--- src/rtl/pcp_pkg.sv ---
package pcp_pkg;

    typedef logic [7:0] chr_t;

    localparam chr_t C_NULL  = 8'h00;
    localparam chr_t C_BS    = 8'h08;
    localparam chr_t C_DC1   = 8'h11;
    localparam chr_t C_DC3   = 8'h13;
    localparam chr_t C_CAN   = 8'h18;
    localparam chr_t C_SPACE = 8'h20;

    typedef enum logic [1:0] {
        S_IDLE,
        S_SEARCH,
        S_RUN
    } seq_state_t;

    function automatic logic is_func(chr_t c);
        return (c == C_BS) || (c == C_DC1) || (c == C_DC3) || (c == C_CAN);
    endfunction

    function automatic logic is_text(chr_t c);
        return c >= C_SPACE;
    endfunction

    function automatic logic is_inert(chr_t c);
        return !is_func(c) && !is_text(c);
    endfunction

endpackage

--- src/rtl/pcp_slot_timer.sv ---
module pcp_slot_timer #(
    parameter int SLOT_CYC = 80
) (
    input  logic clk,
    input  logic rst,
    output logic tick
);
    localparam int W = $clog2(SLOT_CYC + 1);

    logic [W-1:0] cnt;

    assign tick = (cnt == W'(SLOT_CYC - 1));

    always_ff @(posedge clk) begin
        if (rst || tick) begin
            cnt <= '0;
        end else begin
            cnt <= cnt + 1'b1;
        end
    end
endmodule

--- src/rtl/pcp_stage_chain.sv ---
module pcp_stage_chain
    import pcp_pkg::*;
#(
    parameter int DEPTH = 3
) (
    input  logic clk,
    input  logic rst,
    input  logic shift,
    input  chr_t din,
    input  logic consume,
    output chr_t head,
    output logic head_fresh
);
    chr_t stg  [DEPTH];
    chr_t feed [DEPTH];

    for (genvar gi = 0; gi < DEPTH; gi++) begin : g_feed
        if (gi == 0) begin : g_in
            assign feed[gi] = din;
        end else begin : g_mid
            assign feed[gi] = stg[gi-1];
        end
    end

    always_ff @(posedge clk) begin
        for (int i = 0; i < DEPTH; i++) begin
            if (rst) begin
                stg[i] <= C_NULL;
            end else if (shift) begin
                stg[i] <= feed[i];
            end
        end
    end

    // A character is fresh from the edge it enters the last stage until handled.
    always_ff @(posedge clk) begin
        if (rst) begin
            head_fresh <= 1'b0;
        end else if (shift) begin
            head_fresh <= 1'b1;
        end else if (consume) begin
            head_fresh <= 1'b0;
        end
    end

    assign head = stg[DEPTH-1];
endmodule

--- src/rtl/pcp_func_seq.sv ---
module pcp_func_seq
    import pcp_pkg::*;
#(
    parameter int SEARCH_MAX = 76,
    parameter int LONG_CYC   = 76,
    parameter int STEP_CYC   = 72
) (
    input  logic clk,
    input  logic rst,
    input  chr_t head,
    input  logic head_fresh,
    input  logic cursor_found,
    output logic busy,
    output logic consume,
    output logic stall,
    output logic fn_strobe,
    output chr_t fn_code,
    output logic text_valid,
    output chr_t text_char,
    output logic overrun_err,
    output logic search_timeout
);
    localparam int M1   = (SEARCH_MAX > LONG_CYC) ? SEARCH_MAX : LONG_CYC;
    localparam int MAXD = (M1 > STEP_CYC) ? M1 : STEP_CYC;
    localparam int CW   = $clog2(MAXD + 1);

    seq_state_t    st, st_nx;
    logic [CW-1:0] cnt;
    logic [CW-1:0] run_last;
    chr_t          op;
    logic          start, expired, done;

    assign start    = head_fresh && is_func(head);
    assign expired  = (cnt == CW'(SEARCH_MAX - 1));
    assign run_last = (op == C_DC3) ? CW'(STEP_CYC - 1) : CW'(LONG_CYC - 1);
    assign done     = (cnt == run_last);

    assign busy    = (st != S_IDLE);
    assign consume = head_fresh && ((st == S_IDLE) || is_inert(head));
    assign stall   = head_fresh && busy && !is_inert(head);

    always_comb begin
        st_nx = st;
        unique case (st)
            S_IDLE:   if (start) st_nx = S_SEARCH;
            S_SEARCH: begin
                if (cursor_found)  st_nx = S_RUN;
                else if (expired)  st_nx = S_IDLE;
            end
            S_RUN:    if (done) st_nx = S_IDLE;
            default:  st_nx = S_IDLE;
        endcase
    end

    always_ff @(posedge clk) begin
        if (rst) begin
            st <= S_IDLE;
        end else begin
            st <= st_nx;
        end
    end

    always_ff @(posedge clk) begin
        if (rst) begin
            cnt <= '0;
            op  <= C_NULL;
        end else begin
            cnt <= (st_nx != st) ? '0 : cnt + 1'b1;
            if (st == S_IDLE && start) begin
                op <= head;
            end
        end
    end

    always_ff @(posedge clk) begin
        if (rst) begin
            fn_strobe      <= 1'b0;
            fn_code        <= C_NULL;
            text_valid     <= 1'b0;
            text_char      <= C_NULL;
            overrun_err    <= 1'b0;
            search_timeout <= 1'b0;
        end else begin
            fn_strobe  <= (st == S_RUN) && done;
            text_valid <= (st == S_IDLE) && head_fresh && is_text(head);
            if (st == S_RUN && done) begin
                fn_code <= op;
            end
            if (st == S_IDLE && head_fresh && is_text(head)) begin
                text_char <= head;
            end
            if (st == S_SEARCH && !cursor_found && expired) begin
                search_timeout <= 1'b1;
            end
            if (stall) begin
                overrun_err <= 1'b1;
            end
        end
    end
endmodule

--- src/rtl/pad_ctrl_pipe.sv ---
module pad_ctrl_pipe
    import pcp_pkg::*;
#(
    parameter int SLOT_CYC   = 80,
    parameter int DEPTH      = 3,
    parameter int SEARCH_MAX = 76,
    parameter int LONG_CYC   = 76,
    parameter int STEP_CYC   = 72
) (
    input  logic       clk,
    input  logic       rst,
    input  logic [7:0] host_char,
    input  logic       xmit,
    input  logic       cursor_found,
    output logic       take,
    output logic       busy,
    output logic       fn_strobe,
    output logic [7:0] fn_code,
    output logic       text_valid,
    output logic [7:0] text_char,
    output logic       wb_en,
    output logic       overrun_err,
    output logic       search_timeout
);
    logic tick, stall, consume, head_fresh;
    chr_t head;

    assign take  = tick && !stall;
    assign wb_en = text_valid && !xmit;

    pcp_slot_timer #(.SLOT_CYC(SLOT_CYC)) u_timer (
        .clk  (clk),
        .rst  (rst),
        .tick (tick)
    );

    pcp_stage_chain #(.DEPTH(DEPTH)) u_chain (
        .clk        (clk),
        .rst        (rst),
        .shift      (take),
        .din        (host_char),
        .consume    (consume),
        .head       (head),
        .head_fresh (head_fresh)
    );

    pcp_func_seq #(
        .SEARCH_MAX (SEARCH_MAX),
        .LONG_CYC   (LONG_CYC),
        .STEP_CYC   (STEP_CYC)
    ) u_seq (
        .clk            (clk),
        .rst            (rst),
        .head           (head),
        .head_fresh     (head_fresh),
        .cursor_found   (cursor_found),
        .busy           (busy),
        .consume        (consume),
        .stall          (stall),
        .fn_strobe      (fn_strobe),
        .fn_code        (fn_code),
        .text_valid     (text_valid),
        .text_char      (text_char),
        .overrun_err    (overrun_err),
        .search_timeout (search_timeout)
    );
endmodule

--- config.mk ---
export PLATFORM = sky130hd
export DESIGN_NAME = pad_ctrl_pipe
export DESIGN_NICKNAME = d
export VERILOG_FILES = /design/src/rtl/pcp_pkg.sv /design/src/rtl/pcp_slot_timer.sv /design/src/rtl/pcp_stage_chain.sv /design/src/rtl/pcp_func_seq.sv /design/src/rtl/pad_ctrl_pipe.sv
export SDC_FILE = /design/constraint.sdc
export NUM_CORES = 1
export LEC_CHECK = 0
export BUFFER_PORTS_ARGS = -buffer_cell sky130_fd_sc_hd__clkbuf_2
export CAP_MARGIN = 25
export CORE_MARGIN = 2
export CORE_UTILIZATION = 61
export CTS_CLUSTER_DIAMETER = 200
export DETAILED_ROUTE_END_ITERATION = 8
export PLACE_DENSITY = 0.83
export SYNTH_ARGS = -nofsm -noshare
export SYNTH_HDL_FRONTEND = slang
export SYNTH_HIERARCHICAL = 1
export SYNTH_SLANG_ARGS = --single-unit
--- constraint.sdc ---
create_clock -name clk -period 3.95 [get_ports clk]
set_clock_uncertainty 0.1 [all_clocks]
set_input_delay 1.185 -clock clk [delete_from_list [all_inputs] [get_ports clk]]
set_output_delay 1.185 -clock clk [all_outputs]
set_load 0.02 [all_outputs]
==> results.cfg, run 1 <==
[worst_setup_path]
endpoint = take
r2r-start = u_chain/stg[2][0]
rr_worst_depth = 5
cp-startpoint = u_chain/stg[2][0]
crit_type = register to output pin
crit_path_end_kind = output pin
cp_max_fo = 4
regToRegEndpoint = u_chain/stg[0][6]
crit_buf_inv = 1
reg2reg_slack_ps = 1560
path_depth = 5
cpLargestDelayFamily = simple AND/OR/NAND/NOR gates
max_stage_delay_ps = 540
cp.arrival_ps = 1930
critPathLaunchType = register
slowest_stage = or4b_4
worstPathCellList = or4b_4, a31oi_1, and2_1, nor2b_4, clkbuf_2
worstPathRequired_ps = 2660

[grt]
grt_util_all_layers = 0.189
grt_pass1_wl_um = 7490
grt_remaining_overflow = 0
grt_pass1_vias = 1696
grt_max_degree = 26
antenna_found_initial = 0

[synthesis]
synth_area_per_cell_um2 = 11.4
syn-num-nets = 264
synth-edff-count = 24
ys_async_sr_fraction = 0
synth_cells = 250
synth_seq_cells = 69
synth_cell_types = 48
ys_seq_area_frac = 0.567
syn-cell-area_mm2 = 0.00286
synth-main-ff-cell = dfxtp_1
synth-warning-count = 6

[sta]
rsz0062_at_grt = no
period_share = 0.813
tightest_slew_ps = 687
fin_crit_ps = 3210
setup_tns_ps = 0
slew_viol_final = 0
hold_violations = 0
fmax_mhz = 312
slew_headroom = 0.541
setup_violations = 0

[route]
wl_met1_um = 2150
post_drt_wl_per_cell_um = 13.2
drt_iter0_drc = 133
post_drt_via_cell_ratio = 5.27
drc = 0
num_vias = 1808
dr_wl_met2_um = 2140
met3_length_um = 152
wl_um = 4520
highest_layer = met4
antenna_left = 0
drt_pass1_iterations = 4

[clock_network]
cts_max_path_buffers = 2
htreeDepth = 3
clk_latency_ps = 330
cts_setup_buffers = 0
clk_pin_slew_ps = 70
root_buffer = clkbuf_8
clkSinkCount = 69
cts_resized = 0
tritoncts = done
cts_hold_buf = 0
cts_made_buffers = 9

[floorplan]
boundaryPins = 35
dieArea_mm2 = 0.00525
rows = 24
dieHeight_um = 72.5
start_util = 0.644
coreArea_mm2 = 0.00444
die_w_um = 72.5

[finish]
fin_area_mm2 = 0.00323
drive_gt1_frac = 0.265
areaGrowthSynthToFinish_pct = 12.8
diodes = 0
final_nets = 300

[power]
max-vdd-ir-drop_v = 0.000283
leakage_nw = 1.28
powerDensity_mw_per_mm2 = 414

[placement]
gp_congestion = 0.795
io_buffers = 34
hpwl_um = 3030
placed_area_mm2 = 0.00304

[outcome]
status = finished clean

[worst_hold_path]
min_path_type = register to register

[flow_run]
maxCapViolCount = 0
==> cell families after synthesis <==
group,synth area share
xor gates and xnor gates,0.0245
adders and majority gates,0.00874
and+or+nand+nor,0.240
AOI/OAI and AO/OA,0.0477
muxes,0.0818
buffers and inverters,0.0310
DFF,0.567
==> layout by cell type, fill, tap and decap left out, types with 8 or more instances in the layout <==
cell type	count
nor2_1	25
edfxtp_1	24
mux2i_1	20
nand3_1	8
clkbuf_8	9
nand2_1	22
dfxtp_1	45
inv_1	8
and2_1	12
clkbuf_2	34
and2_2	13
==> power by group <==
group	switching (mW)	internal (mW)	leakage (nW)	total, mW
clock network	0.260	0.287	0.0887	0.547
registers	0.00730	0.746	0.611	0.754
logic	0.0219	0.0128	0.579	0.0347
==> through the flow <==
step                instances  utilization  hold WS [ps]  total power, mW  setup slack, ps
floorplan                 250            -           317            0.791             1310
global route              343        0.726           366             1.39              650
global placement          327        0.684           331            0.803             1110
CTS                       343        0.726           350             1.35              712
detailed placement        327        0.684           340            0.805             1090
finish                    343        0.726           348             1.33              740
==> Yosys cell counts (2+ instances only) <==
cell       n  area share
nor2b_1    6       0.013
mux2i_1   20       0.070
nor2_1    25       0.033
nor2b_4    3       0.014
or3_1      2      0.0044
nand2_1   22       0.029
and2_2    13       0.034
ha_1       2      0.0087
nor4_1     2      0.0044
xnor2_1    4       0.012
a21oi_1    2      0.0035
buf_2      2      0.0035
nand3_1    8       0.014
and2_1    12       0.026
inv_1      8       0.010
nor3_1     7       0.012
dfxtp_1   45        0.31
xor2_1     4       0.012
buf_6      3       0.012
clkbuf_1   4      0.0052
edfxtp_1  24        0.25
and3_1     5       0.011
a31oi_1    2      0.0044
==> cell type report <==
| class | instances | area (um2) |
|---|---|---|
| Clock inverter | 7 | 66.3 |
| Inverter | 8 | 30.0 |
| Clock buffer | 9 | 124 |
| Multi-Input combinational cell | 164 | 1150 |
| Sequential cell | 69 | 1620 |
| Fill cell | 341 | 1220 |
| Timing Repair Buffer | 34 | 170 |
| Tap cell | 52 | 65.1 |
==> sequential cells by signal, summed over array words and instances (netlist names) <==
| signal | count |
|---|---|
| u_seq/search_timeout | 1 |
| u_chain/head_fresh | 1 |
| u_seq/fn_code | 8 |
| u_seq/st | 2 |
| u_seq/text_valid | 1 |
| u_chain/stg | 24 |
| u_seq/cnt | 7 |
| u_seq/overrun_err | 1 |
| u_seq/text_char | 8 |
| u_seq/fn_strobe | 1 |
| u_timer/cnt | 7 |
| u_seq/op | 8 |
==> worst register-to-register path, cell delays in order (launching register included) <==
cell and delay (ps):
edfxtp_1 430, or4b_4 540, a31oi_1 190, and2_1 220, nor2b_4 60, or2_2 520
==> routing by layer <==
layer  vias to the layer above  track usage
li1                        939            -
met1                       825        0.239
met2                        37        0.301
met3                         7       0.0583
met4                         0       0.0802
met5                         -            0
==> how the worst min path moves through the flow <==
stage | from | to | slack (ps) | cells past startpoint
after detailed placement | u_timer/cnt[0] | u_timer/cnt[0] | 340 | 1
final | u_timer/cnt[0] | u_timer/cnt[0] | 350 | 1
after global routing | u_timer/cnt[0] | u_timer/cnt[0] | 370 | 1
after CTS | u_timer/cnt[0] | u_timer/cnt[0] | 350 | 1
after global placement | u_timer/cnt[0] | u_timer/cnt[0] | 330 | 1
after floorplan | u_timer/cnt[0] | u_timer/cnt[0] | 320 | 1
Note: power is estimated with default switching activity, not from simulation.
==> run 2: changes to the inputs <==
--- a/config.mk
+++ b/config.mk
@@ -8,10 +8,10 @@
 export BUFFER_PORTS_ARGS = -buffer_cell sky130_fd_sc_hd__clkbuf_2
 export CAP_MARGIN = 25
 export CORE_MARGIN = 2
-export CORE_UTILIZATION = 61
+export CORE_UTILIZATION = 51
 export CTS_CLUSTER_DIAMETER = 200
 export DETAILED_ROUTE_END_ITERATION = 8
-export PLACE_DENSITY = 0.83
+export PLACE_DENSITY = 0.74
 export SYNTH_ARGS = -nofsm -noshare
 export SYNTH_HDL_FRONTEND = slang
 export SYNTH_HIERARCHICAL = 1
==> constraint.sdc (replaced) <==
create_clock -name clk -period 2.6 [get_ports clk]
set_clock_uncertainty 0.1 [all_clocks]
set_input_delay 0.78 -clock clk [delete_from_list [all_inputs] [get_ports clk]]
set_output_delay 0.78 -clock clk [all_outputs]
set_load 0.02 [all_outputs]
==> results.cfg, run 2 (same netlist as run 1, synthesis figures left out) <==
[grt]
grt_pass1_vias = 1776
antenna_found_initial = 0
grt_util_all_layers = 0.161
grt_pass1_wl_um = 7710
grt_remaining_overflow = 0
grt_max_degree = 25

[worst_setup_path]
worstPathCellList = or4b_4, a31oi_4, and2_4, nor2b_4, buf_6
regToRegEndpoint = u_chain/stg[0][1]
reg2reg_slack_ps = 270
slowest_stage = or4b_4
r2r-start = u_chain/stg[2][2]
cp.arrival_ps = 1840
rr_worst_depth = 5
crit_path_end_kind = output pin
critPathLaunchType = register
worstPathRequired_ps = 1720
crit_type = register to output pin
max_stage_delay_ps = 570
cp_max_fo = 4

[flow_run]
maxCapViolCount = 0

[clock_network]
clk_pin_slew_ps = 70
cts_hold_buf = 0
clk_latency_ps = 330
cts_made_buffers = 9
tritoncts = done
root_buffer = clkbuf_8
htreeDepth = 3
cts_max_path_buffers = 2
clkSinkCount = 69

[sta]
rsz0062_at_grt = yes
whs_ps = 356
hold_violations = 0
tightest_slew_ps = 549
fmax_mhz = 367
setup_violations = 1
slew_viol_final = 0
slew_headroom = 0.634
fin_crit_ps = 2720
finalWorstSetupSlack_ps = -121
period_share = 1.05

[floorplan]
die_w_um = 78.9
dieHeight_um = 78.9
rows = 27
coreArea_mm2 = 0.00547
dieArea_mm2 = 0.00623
start_util = 0.523
boundaryPins = 35

[worst_hold_path]
min_from = u_seq/cnt[0]
hold_path_depth = 1
min_path_type = register to register
holdPathEnd = u_seq/cnt[0]

[route]
post_drt_wl_per_cell_um = 12.1
post_drt_via_cell_ratio = 4.99
antenna_left = 0
drt_iter0_drc = 38
drt_pass1_iterations = 5
drc = 0
wl_um = 4460
num_vias = 1842

[outcome]
status = finished, violations left
violations = setup timing

[finish]
layout_commonest_cell = dfxtp_1
final_cell_mix = dfxtp_1 (45), clkbuf_2 (33), nor2_1 (25), edfxtp_1 (24), nand2_1 (22)
drive_gt1_frac = 0.283
areaGrowthSynthToFinish_pct = 15.5
largest_reg_flops = 24
n_fill_cell = 496
fin_util = 0.604
top_register = u_chain/stg
diodes = 0
final_nets = 306

[power]
netSwitchingPower_mw = 0.415
powerDensity_mw_per_mm2 = 587
switching_share = 0.214
finalPower_mw = 1.94
clkPwrFrac = 0.380
internal-power_mw = 1.53
comb_power_share = 0.030
leakage_nw = 1.30
max-vdd-ir-drop_v = 0.000372
p_seq_frac = 0.590

[placement]
hpwl_um = 3050
dp_worst_setup_slack_ps = 127
io_buffers = 34
gp_congestion = 0.793
-- run 2: cell count changes in the layout (fill, tap and decap cells not counted), sizes merged --
cell / change
buf: +7
bufinv: -1
clkbuf: +2
clkinv: -1
clkinvlp: -1
-- run 2: power groups by stage --
stage | sequential [mW] | combinational, mW | clock (mW)
2_1_floorplan | 1.17 | 0.0363 | 0
3_3_place_gp | 1.17 | 0.0537 | 0
3_5_place_dp | 1.17 | 0.0547 | 0
4_1_cts | 1.14 | 0.0576 | 0.770
5_1_grt | 1.15 | 0.0669 | 0.807
6_report | 1.15 | 0.0585 | 0.737
-- run 2: worst max-delay path by stage --
stage                              to               from  slack [ps]  depth (start not counted)
detailed placement               take  u_chain/stg[2][0]         130                          5
CTS                              take  u_chain/stg[2][0]        -140                          5
floorplan           u_chain/stg[0][0]  u_chain/stg[2][0]         360                          5
global route                     take  u_chain/stg[2][2]        -190                          5
global placement                 take  u_chain/stg[2][0]         140                          5
finish                           take  u_chain/stg[2][2]        -120                          5
-- run 2: what timing repair did --
action / in CTS / in global routing
endpoints found under the setup margin: 1 / 1
pin swaps: 1 / 2
gates resized for setup: 3 / 4
setup buffers: 2 / 2
-- run 2: worst max-delay path: cells and delay by family, from the launching register on --
family,cells,cell delay (ps)
DFF,1,390
AOI/OAI and AO/OA,1,200
buffers and inverters,1,120
and+or+nand+nor,3,790
-- run 2: area by class of cell --
| type | instances | area [um2] | share of cell area |
|---|---|---|---|
| Timing Repair Buffer | 40 | 221 | 0.0670 |
| Clock buffer | 12 | 145 | 0.0439 |
| Clock inverter | 4 | 23.8 | 0.00719 |
| Multi-Input combinational cell | 164 | 1170 | 0.355 |
| Tap cell | 72 | 90.1 | 0.0273 |
| Inverter | 8 | 30.0 | 0.00908 |
| Sequential cell | 69 | 1620 | 0.491 |
-- run 2: stage by stage --
stage / TNS [ps] / std cells / area [um2]
final: -121 / 369 / 3310
after global routing: -188 / 369 / 3310
after CTS: -135 / 367 / 3280
after detailed placement: 0 / 349 / 3080
after global placement: 0 / 349 / 3080
after floorplan: 0 / 250 / 2860
-- run 2: layer usage --
layer | up-vias | GRT usage | wire (um)
li1 | 948 | - | -
met4 | 0 | 0.109 | 120
met5 | - | 0 | 0
met3 | 11 | 0.0409 | 165
met1 | 849 | 0.191 | 2050
met2 | 34 | 0.258 | 2120
